## config.mk

```make
export PLATFORM = sky130hd
export DESIGN_NAME = rm_int_seq
export DESIGN_NICKNAME = d
export VERILOG_FILES = /design/src/rtl/rm_int_pkg.sv /design/src/rtl/rm_int_addr.sv /design/src/rtl/rm_int_pend.sv /design/src/rtl/rm_int_seq.sv
export SDC_FILE = /design/constraint.sdc
export NUM_CORES = 1
export LEC_CHECK = 0
export CORE_MARGIN = 2
export CORE_UTILIZATION = 37
export DETAILED_ROUTE_END_ITERATION = 8
export PLACE_DENSITY = 0.71
export SLEW_MARGIN = 10
export SYNTH_ARGS = -nofsm -noshare
export SYNTH_HDL_FRONTEND = slang
export SYNTH_SLANG_ARGS = --single-unit
```

## constraint.sdc

```tcl
create_clock -name clk -period 4.8 [get_ports clk]
set_clock_uncertainty 0.2 [all_clocks]
set_input_delay 0.72 -clock clk [delete_from_list [all_inputs] [get_ports clk]]
set_output_delay 0.72 -clock clk [all_outputs]
set_load 0.02 [all_outputs]
```

## src/rtl/rm_int_pkg.sv

```systemverilog
package rm_int_pkg;

    typedef enum logic [3:0] {
        S_IDLE    = 4'd0,
        S_PUSH_FL = 4'd1,
        S_PUSH_CS = 4'd2,
        S_PUSH_IP = 4'd3,
        S_RD_IP   = 4'd4,
        S_RD_CS   = 4'd5,
        S_POP_IP  = 4'd6,
        S_POP_CS  = 4'd7,
        S_POP_FL  = 4'd8
    } seq_st_e;

    localparam int FL_TF_BIT = 8;
    localparam int FL_IF_BIT = 9;
    localparam int SEG_SHIFT = 4;

endpackage

```

## src/rtl/rm_int_addr.sv

```systemverilog
module rm_int_addr #(
    parameter int ADDR_W = 20,
    parameter int VEC_W  = 8,
    parameter int WORD_W = 16
) (
    input  logic              use_tbl,
    input  logic              hi_word,
    input  logic [WORD_W-1:0] seg,
    input  logic [WORD_W-1:0] off,
    input  logic [ADDR_W-1:0] tbase,
    input  logic [VEC_W-1:0]  vec,
    output logic [ADDR_W-1:0] addr
);
    import rm_int_pkg::*;

    localparam int LIN_W = WORD_W + SEG_SHIFT;
    localparam int SUM_W = ((ADDR_W > LIN_W) ? ADDR_W : LIN_W) + 1;
    localparam int ENT_W = VEC_W + 2;

    logic [SUM_W-1:0]  stk_lin;
    logic [ENT_W-1:0]  ent_off;
    logic [ADDR_W-1:0] tbl_lin;

    always_comb begin
        stk_lin = SUM_W'({seg, {SEG_SHIFT{1'b0}}}) + SUM_W'(off);
        ent_off = {vec, hi_word, 1'b0};
        tbl_lin = tbase + ADDR_W'(ent_off);
        addr    = use_tbl ? tbl_lin : stk_lin[ADDR_W-1:0];
    end

endmodule

```

## src/rtl/rm_int_pend.sv

```systemverilog
module rm_int_pend #(
    parameter int VEC_W = 8
) (
    input  logic             clk,
    input  logic             rst_n,
    input  logic             irq_req,
    input  logic [VEC_W-1:0] irq_vec,
    input  logic             iret_req,
    input  logic             take_irq,
    input  logic             take_iret,
    output logic             pend_irq,
    output logic [VEC_W-1:0] pend_vec,
    output logic             pend_iret
);

    typedef struct packed {
        logic             irq;
        logic [VEC_W-1:0] vec;
        logic             iret;
    } pend_t;

    pend_t pd_d, pd_q;

    always_comb begin
        pd_d = pd_q;
        if (take_irq) begin
            pd_d.irq = 1'b0;
        end else if (irq_req && !pd_q.irq) begin
            pd_d.irq = 1'b1;
            pd_d.vec = irq_vec;
        end
        if (take_iret) begin
            pd_d.iret = 1'b0;
        end else if (iret_req) begin
            pd_d.iret = 1'b1;
        end
    end

    always_ff @(posedge clk or negedge rst_n) begin
        if (!rst_n) pd_q <= '0;
        else        pd_q <= pd_d;
    end

    assign pend_irq  = pd_q.irq;
    assign pend_vec  = pd_q.vec;
    assign pend_iret = pd_q.iret;

endmodule

```

## src/rtl/rm_int_seq.sv

```systemverilog
module rm_int_seq #(
    parameter int ADDR_W = 20,
    parameter int VEC_W  = 8,
    parameter int WORD_W = 16
) (
    input  logic              clk,
    input  logic              rst_n,
    input  logic              irq_req,
    input  logic [VEC_W-1:0]  irq_vec,
    input  logic              iret_req,
    input  logic              tbase_we,
    input  logic [ADDR_W-1:0] tbase_wdata,
    input  logic [WORD_W-1:0] cur_cs,
    input  logic [WORD_W-1:0] cur_ip,
    input  logic [WORD_W-1:0] cur_flags,
    input  logic [WORD_W-1:0] cur_ss,
    input  logic [WORD_W-1:0] cur_sp,
    output logic              mem_req,
    output logic              mem_we,
    output logic [ADDR_W-1:0] mem_addr,
    output logic [WORD_W-1:0] mem_wdata,
    input  logic              mem_ack,
    input  logic [WORD_W-1:0] mem_rdata,
    output logic [WORD_W-1:0] new_cs,
    output logic [WORD_W-1:0] new_ip,
    output logic [WORD_W-1:0] new_flags,
    output logic [WORD_W-1:0] new_sp,
    output logic              busy,
    output logic              done
);
    import rm_int_pkg::*;

    localparam logic [WORD_W-1:0] STEP     = WORD_W'(WORD_W / 8);
    localparam logic [WORD_W-1:0] CLR_MASK =
        ~((WORD_W'(1) << FL_IF_BIT) | (WORD_W'(1) << FL_TF_BIT));

    typedef struct packed {
        seq_st_e           state;
        logic [WORD_W-1:0] cs;
        logic [WORD_W-1:0] ip;
        logic [WORD_W-1:0] fl;
        logic [WORD_W-1:0] ss;
        logic [WORD_W-1:0] sp;
        logic [VEC_W-1:0]  vec;
        logic [ADDR_W-1:0] tbase;
        logic              done;
    } seq_regs_t;

    seq_regs_t st_d, st_q;

    logic              take_irq;
    logic              take_iret;
    logic              pend_irq;
    logic              pend_iret;
    logic [VEC_W-1:0]  pend_vec;
    logic              tbl_sel;
    logic              hi_sel;
    logic [WORD_W-1:0] stk_off;
    logic              idle;

    rm_int_pend #(.VEC_W(VEC_W)) u_pend (
        .clk       (clk),
        .rst_n     (rst_n),
        .irq_req   (irq_req),
        .irq_vec   (irq_vec),
        .iret_req  (iret_req),
        .take_irq  (take_irq),
        .take_iret (take_iret),
        .pend_irq  (pend_irq),
        .pend_vec  (pend_vec),
        .pend_iret (pend_iret)
    );

    rm_int_addr #(.ADDR_W(ADDR_W), .VEC_W(VEC_W), .WORD_W(WORD_W)) u_addr (
        .use_tbl (tbl_sel),
        .hi_word (hi_sel),
        .seg     (st_q.ss),
        .off     (stk_off),
        .tbase   (st_q.tbase),
        .vec     (st_q.vec),
        .addr    (mem_addr)
    );

    always_comb begin
        idle      = (st_q.state == S_IDLE);
        take_irq  = idle && (pend_irq || irq_req);
        take_iret = idle && !take_irq && (pend_iret || iret_req);
    end

    always_comb begin
        st_d      = st_q;
        st_d.done = 1'b0;
        mem_req   = 1'b0;
        mem_we    = 1'b0;
        mem_wdata = '0;
        tbl_sel   = 1'b0;
        hi_sel    = 1'b0;
        stk_off   = st_q.sp;

        if (tbase_we) st_d.tbase = tbase_wdata;

        unique case (st_q.state)
            S_IDLE: begin
                if (take_irq || take_iret) begin
                    st_d.cs = cur_cs;
                    st_d.ip = cur_ip;
                    st_d.fl = cur_flags;
                    st_d.ss = cur_ss;
                    st_d.sp = cur_sp;
                end
                if (take_irq) begin
                    st_d.vec   = pend_irq ? pend_vec : irq_vec;
                    st_d.state = S_PUSH_FL;
                end else if (take_iret) begin
                    st_d.state = S_POP_IP;
                end
            end
            S_PUSH_FL: begin
                mem_req   = 1'b1;
                mem_we    = 1'b1;
                mem_wdata = st_q.fl;
                stk_off   = st_q.sp - STEP;
                if (mem_ack) begin
                    st_d.sp    = st_q.sp - STEP;
                    st_d.fl    = st_q.fl & CLR_MASK;
                    st_d.state = S_PUSH_CS;
                end
            end
            S_PUSH_CS: begin
                mem_req   = 1'b1;
                mem_we    = 1'b1;
                mem_wdata = st_q.cs;
                stk_off   = st_q.sp - STEP;
                if (mem_ack) begin
                    st_d.sp    = st_q.sp - STEP;
                    st_d.state = S_PUSH_IP;
                end
            end
            S_PUSH_IP: begin
                mem_req   = 1'b1;
                mem_we    = 1'b1;
                mem_wdata = st_q.ip;
                stk_off   = st_q.sp - STEP;
                if (mem_ack) begin
                    st_d.sp    = st_q.sp - STEP;
                    st_d.state = S_RD_IP;
                end
            end
            S_RD_IP: begin
                mem_req = 1'b1;
                tbl_sel = 1'b1;
                if (mem_ack) begin
                    st_d.ip    = mem_rdata;
                    st_d.state = S_RD_CS;
                end
            end
            S_RD_CS: begin
                mem_req = 1'b1;
                tbl_sel = 1'b1;
                hi_sel  = 1'b1;
                if (mem_ack) begin
                    st_d.cs    = mem_rdata;
                    st_d.done  = 1'b1;
                    st_d.state = S_IDLE;
                end
            end
            S_POP_IP: begin
                mem_req = 1'b1;
                if (mem_ack) begin
                    st_d.ip    = mem_rdata;
                    st_d.sp    = st_q.sp + STEP;
                    st_d.state = S_POP_CS;
                end
            end
            S_POP_CS: begin
                mem_req = 1'b1;
                if (mem_ack) begin
                    st_d.cs    = mem_rdata;
                    st_d.sp    = st_q.sp + STEP;
                    st_d.state = S_POP_FL;
                end
            end
            S_POP_FL: begin
                mem_req = 1'b1;
                if (mem_ack) begin
                    st_d.fl    = mem_rdata;
                    st_d.sp    = st_q.sp + STEP;
                    st_d.done  = 1'b1;
                    st_d.state = S_IDLE;
                end
            end
            default: st_d.state = S_IDLE;
        endcase
    end

    always_ff @(posedge clk or negedge rst_n) begin
        if (!rst_n) st_q <= '0;
        else        st_q <= st_d;
    end

    assign new_cs    = st_q.cs;
    assign new_ip    = st_q.ip;
    assign new_flags = st_q.fl;
    assign new_sp    = st_q.sp;
    assign busy      = !idle;
    assign done      = st_q.done;

endmodule

```

==> out/results.txt <==
Status -> finished clean
WL per Instance -> 18.5 um
Hold buffers post-CTS -> 0
CP Class -> flop to primary output
Tmin final -> 4.70 ns
Flops & latches, synth -> 123
Total wire length -> 25.4 mm
Vias in the first global route -> 7219
Vert. Die Dim -> 153 um
P_leak -> 4.72 nW
GP Congestion -> 0.883
Synthesized cell area -> 0.00823 mm2
Fin cells -> 1375
Avg Vias per Cell -> 5.37
Crit path arrival time -> 3.78 ns
Slew Limit Fails -> 0
# diodes -> 0
Synth async-reset ratio -> 100%
F_max -> 213 MHz
Root buffer cell -> clkbuf_16
Sequential fraction of the synthesis area -> 37.4%
Dpl hpwl -> 18.7 mm
Dpl ws -> 0.0326 ns
Detail Route Antenna Nets -> 0
Worst Tran Pin Value -> 1.05 ns
Unrepaired setup endpoints after global routing -> true
Slew HR -> 29.8%
Minimum hold slack -> 0.215 ns
Initial antenna violation count -> 0
Final period util -> 98.0%
Syn Area/Cell -> 8.99 um2
# setup viols final -> 0
CP endpoint kind -> primary output
Total track usage -> 21.4%
Inst Count DP -> 1340
Filler cells -> 1993
Synth warn -> 0
Pwr dens -> 775 mW/mm2
Hold Path Class -> input pin to async pin
Final Power -> 8.61 mW
Clock tree sinks -> 123
Core footprint -> 0.0218 mm2
Commonest cells post-synth -> nand2_1, dfrtp_1, nor2_1, a22oi_1, buf_4
Detailed Routing Iterations Pass 1 -> 6
Row cnt -> 54
Critical Path RT -> 3.88 ns
Die ar. -> 0.0235 mm2
Share of cells above drive strength 1 -> 15.5%
Final setup margin -> 0.0964 ns
Clk_lat worst skew -> 0.41 ns
Port-buffer cells -> 233
Post-synth top flop -> dfrtp_1
Initial DRC count -> 431
Die X-Extent -> 153 um
Nets@finish -> 1238
Mapped Nets -> 1071
Worst-path clk slew -> 0.06 ns
Final cell utilization of the core -> 50.9%
CTS Buf Count -> 17
Bufs on Longest Clock Path -> 2
Syn Inst Count -> 915
Peak VDD IR -> 432 uV
Synth area leaders -> dfrtp_1, mux2_2, nand2_1, a22oi_1, buf_4
CTS tree -> built
Post-synth top area share -> 37.4%
Io pins -> 234
Area Growth Syn to Fin -> 35.0%
First-pass GRT wire length -> 40.0 mm
Startpoint types -> flop
Largest net degree at the start of global routing -> 67
Critical-path maximum fanout -> 6
Gr ovfl total -> 0
Fin. Hold Viols -> 0
Yosys top cell by area -> dfrtp_1
Via count -> 7388
Residual DRC -> 0
EDFF count, synth -> 0
Htree depth -> 4
Unique cell type count in the Yosys netlist -> 66
Most frequent cell after synthesis -> nand2_1
Initial Util -> 37.7%
Max Cap Viol -> 0
-- registers in the layout, summed over array words and instances, names as in the netlist --
signal	flops
new_flags	16
new_ip	16
u_pend.pend_iret	1
u_pend.pend_vec	8
st_q	48
u_pend.pend_irq	1
new_cs	16
done	1
new_sp	16
-- power by group --
part	switching (mW)	total (mW)	internal [mW]
clock	0.482	1.28	0.802
sequential	0.336	1.79	1.45
combinational	3.14	5.53	2.39
-- placed cells by master (no fill, tap or decap), types with 16 or more instances in the layout --
cell type	count
xor2_1	27
ha_1	22
clkdlybuf4s50_1	222
xnor2_1	20
a21oi_1	33
buf_4	39
dfrtp_1	123
nand2_1	133
mux2i_1	16
clkbuf_16	17
o21ai_0	63
a22oi_1	66
mux2_2	60
nor2_1	63
-- cells by family (layout without fill, tap and decap cells) --
family	after synthesis	after routing	share of synthesized area (%)
DFF	123	123	37.4
xor gates and xnor gates	48	48	5.11
adders and majority gates	26	26	4.14
muxes	76	76	10.2
AOI/OAI and AO/OA	235	235	18.7
buffers and inverters	135	315	9.70
and+or+nand+nor	272	272	14.8
-- path summary, 6_finish.rpt --
check	startpoint	end	slack [ns]	cells past startpoint
max reg2reg	st_q[112]	new_flags[12]	1.40	8
min reg2reg	st_q[26]	st_q[26]	0.29	2
min in group clk	st_q[26]	st_q[26]	0.29	2
min	rst_n	st_q[13]	0.21	1
max	new_sp[1]	mem_addr[16]	0.1	13
max in group asynchronous	rst_n	st_q[2]	3.20	2
-- through the flow --
stage / setup TNS [ns] / area (um2)
after floorplan: 0 / 8230
after global placement: 0 / 10400
after detailed placement: 0 / 10400
after CTS: -0.0323 / 11000
after global routing: -0.281 / 11100
final: 0 / 11100
-- critical path, stage by stage (launching register included) --
cell and delay [ns]:
dfrtp_1 0.44, or3_1 0.42, nor2_1 0.17, xor2_1 0.09
ha_1 0.22, fa_1 0.43, a211oi_1 0.23, nor2_1 0.09
o41ai_1 0.30, nor2_1 0.15, o41ai_2 0.35, xor2_1 0.19
mux2i_1 0.09, clkbuf_2 0.20
-- layer usage --
metal	global-route usage, %	part of all wire [%]	up-vias
met5	0	0	-
met4	7.50	2.5	0
met3	3.71	4.6	48
met2	34.7	48	249
met1	29.1	45	3549
li1	-	-	3542
-- cell type report --
| type | instances | area (um2) | share of cell area, % |
|---|---|---|---|
| sequential | 123 | 3080 | 27.7 |
| clock inverter | 11 | 119 | 1.07 |
| multi-input combinational | 657 | 4460 | 40.1 |
| tap | 280 | 350 | 3.15 |
| timing repair buffer | 270 | 2580 | 23.3 |
| inverter | 13 | 48.8 | 0.439 |
| clock buffer | 21 | 470 | 4.23 |
-- repair_timing --
action	CTS	global route
gates resized for setup	17	29
endpoints found under the setup margin	9	11
pin swaps	1	2
setup buffers	0	3
No activity file was read; power rests on OpenSTA's default activity.
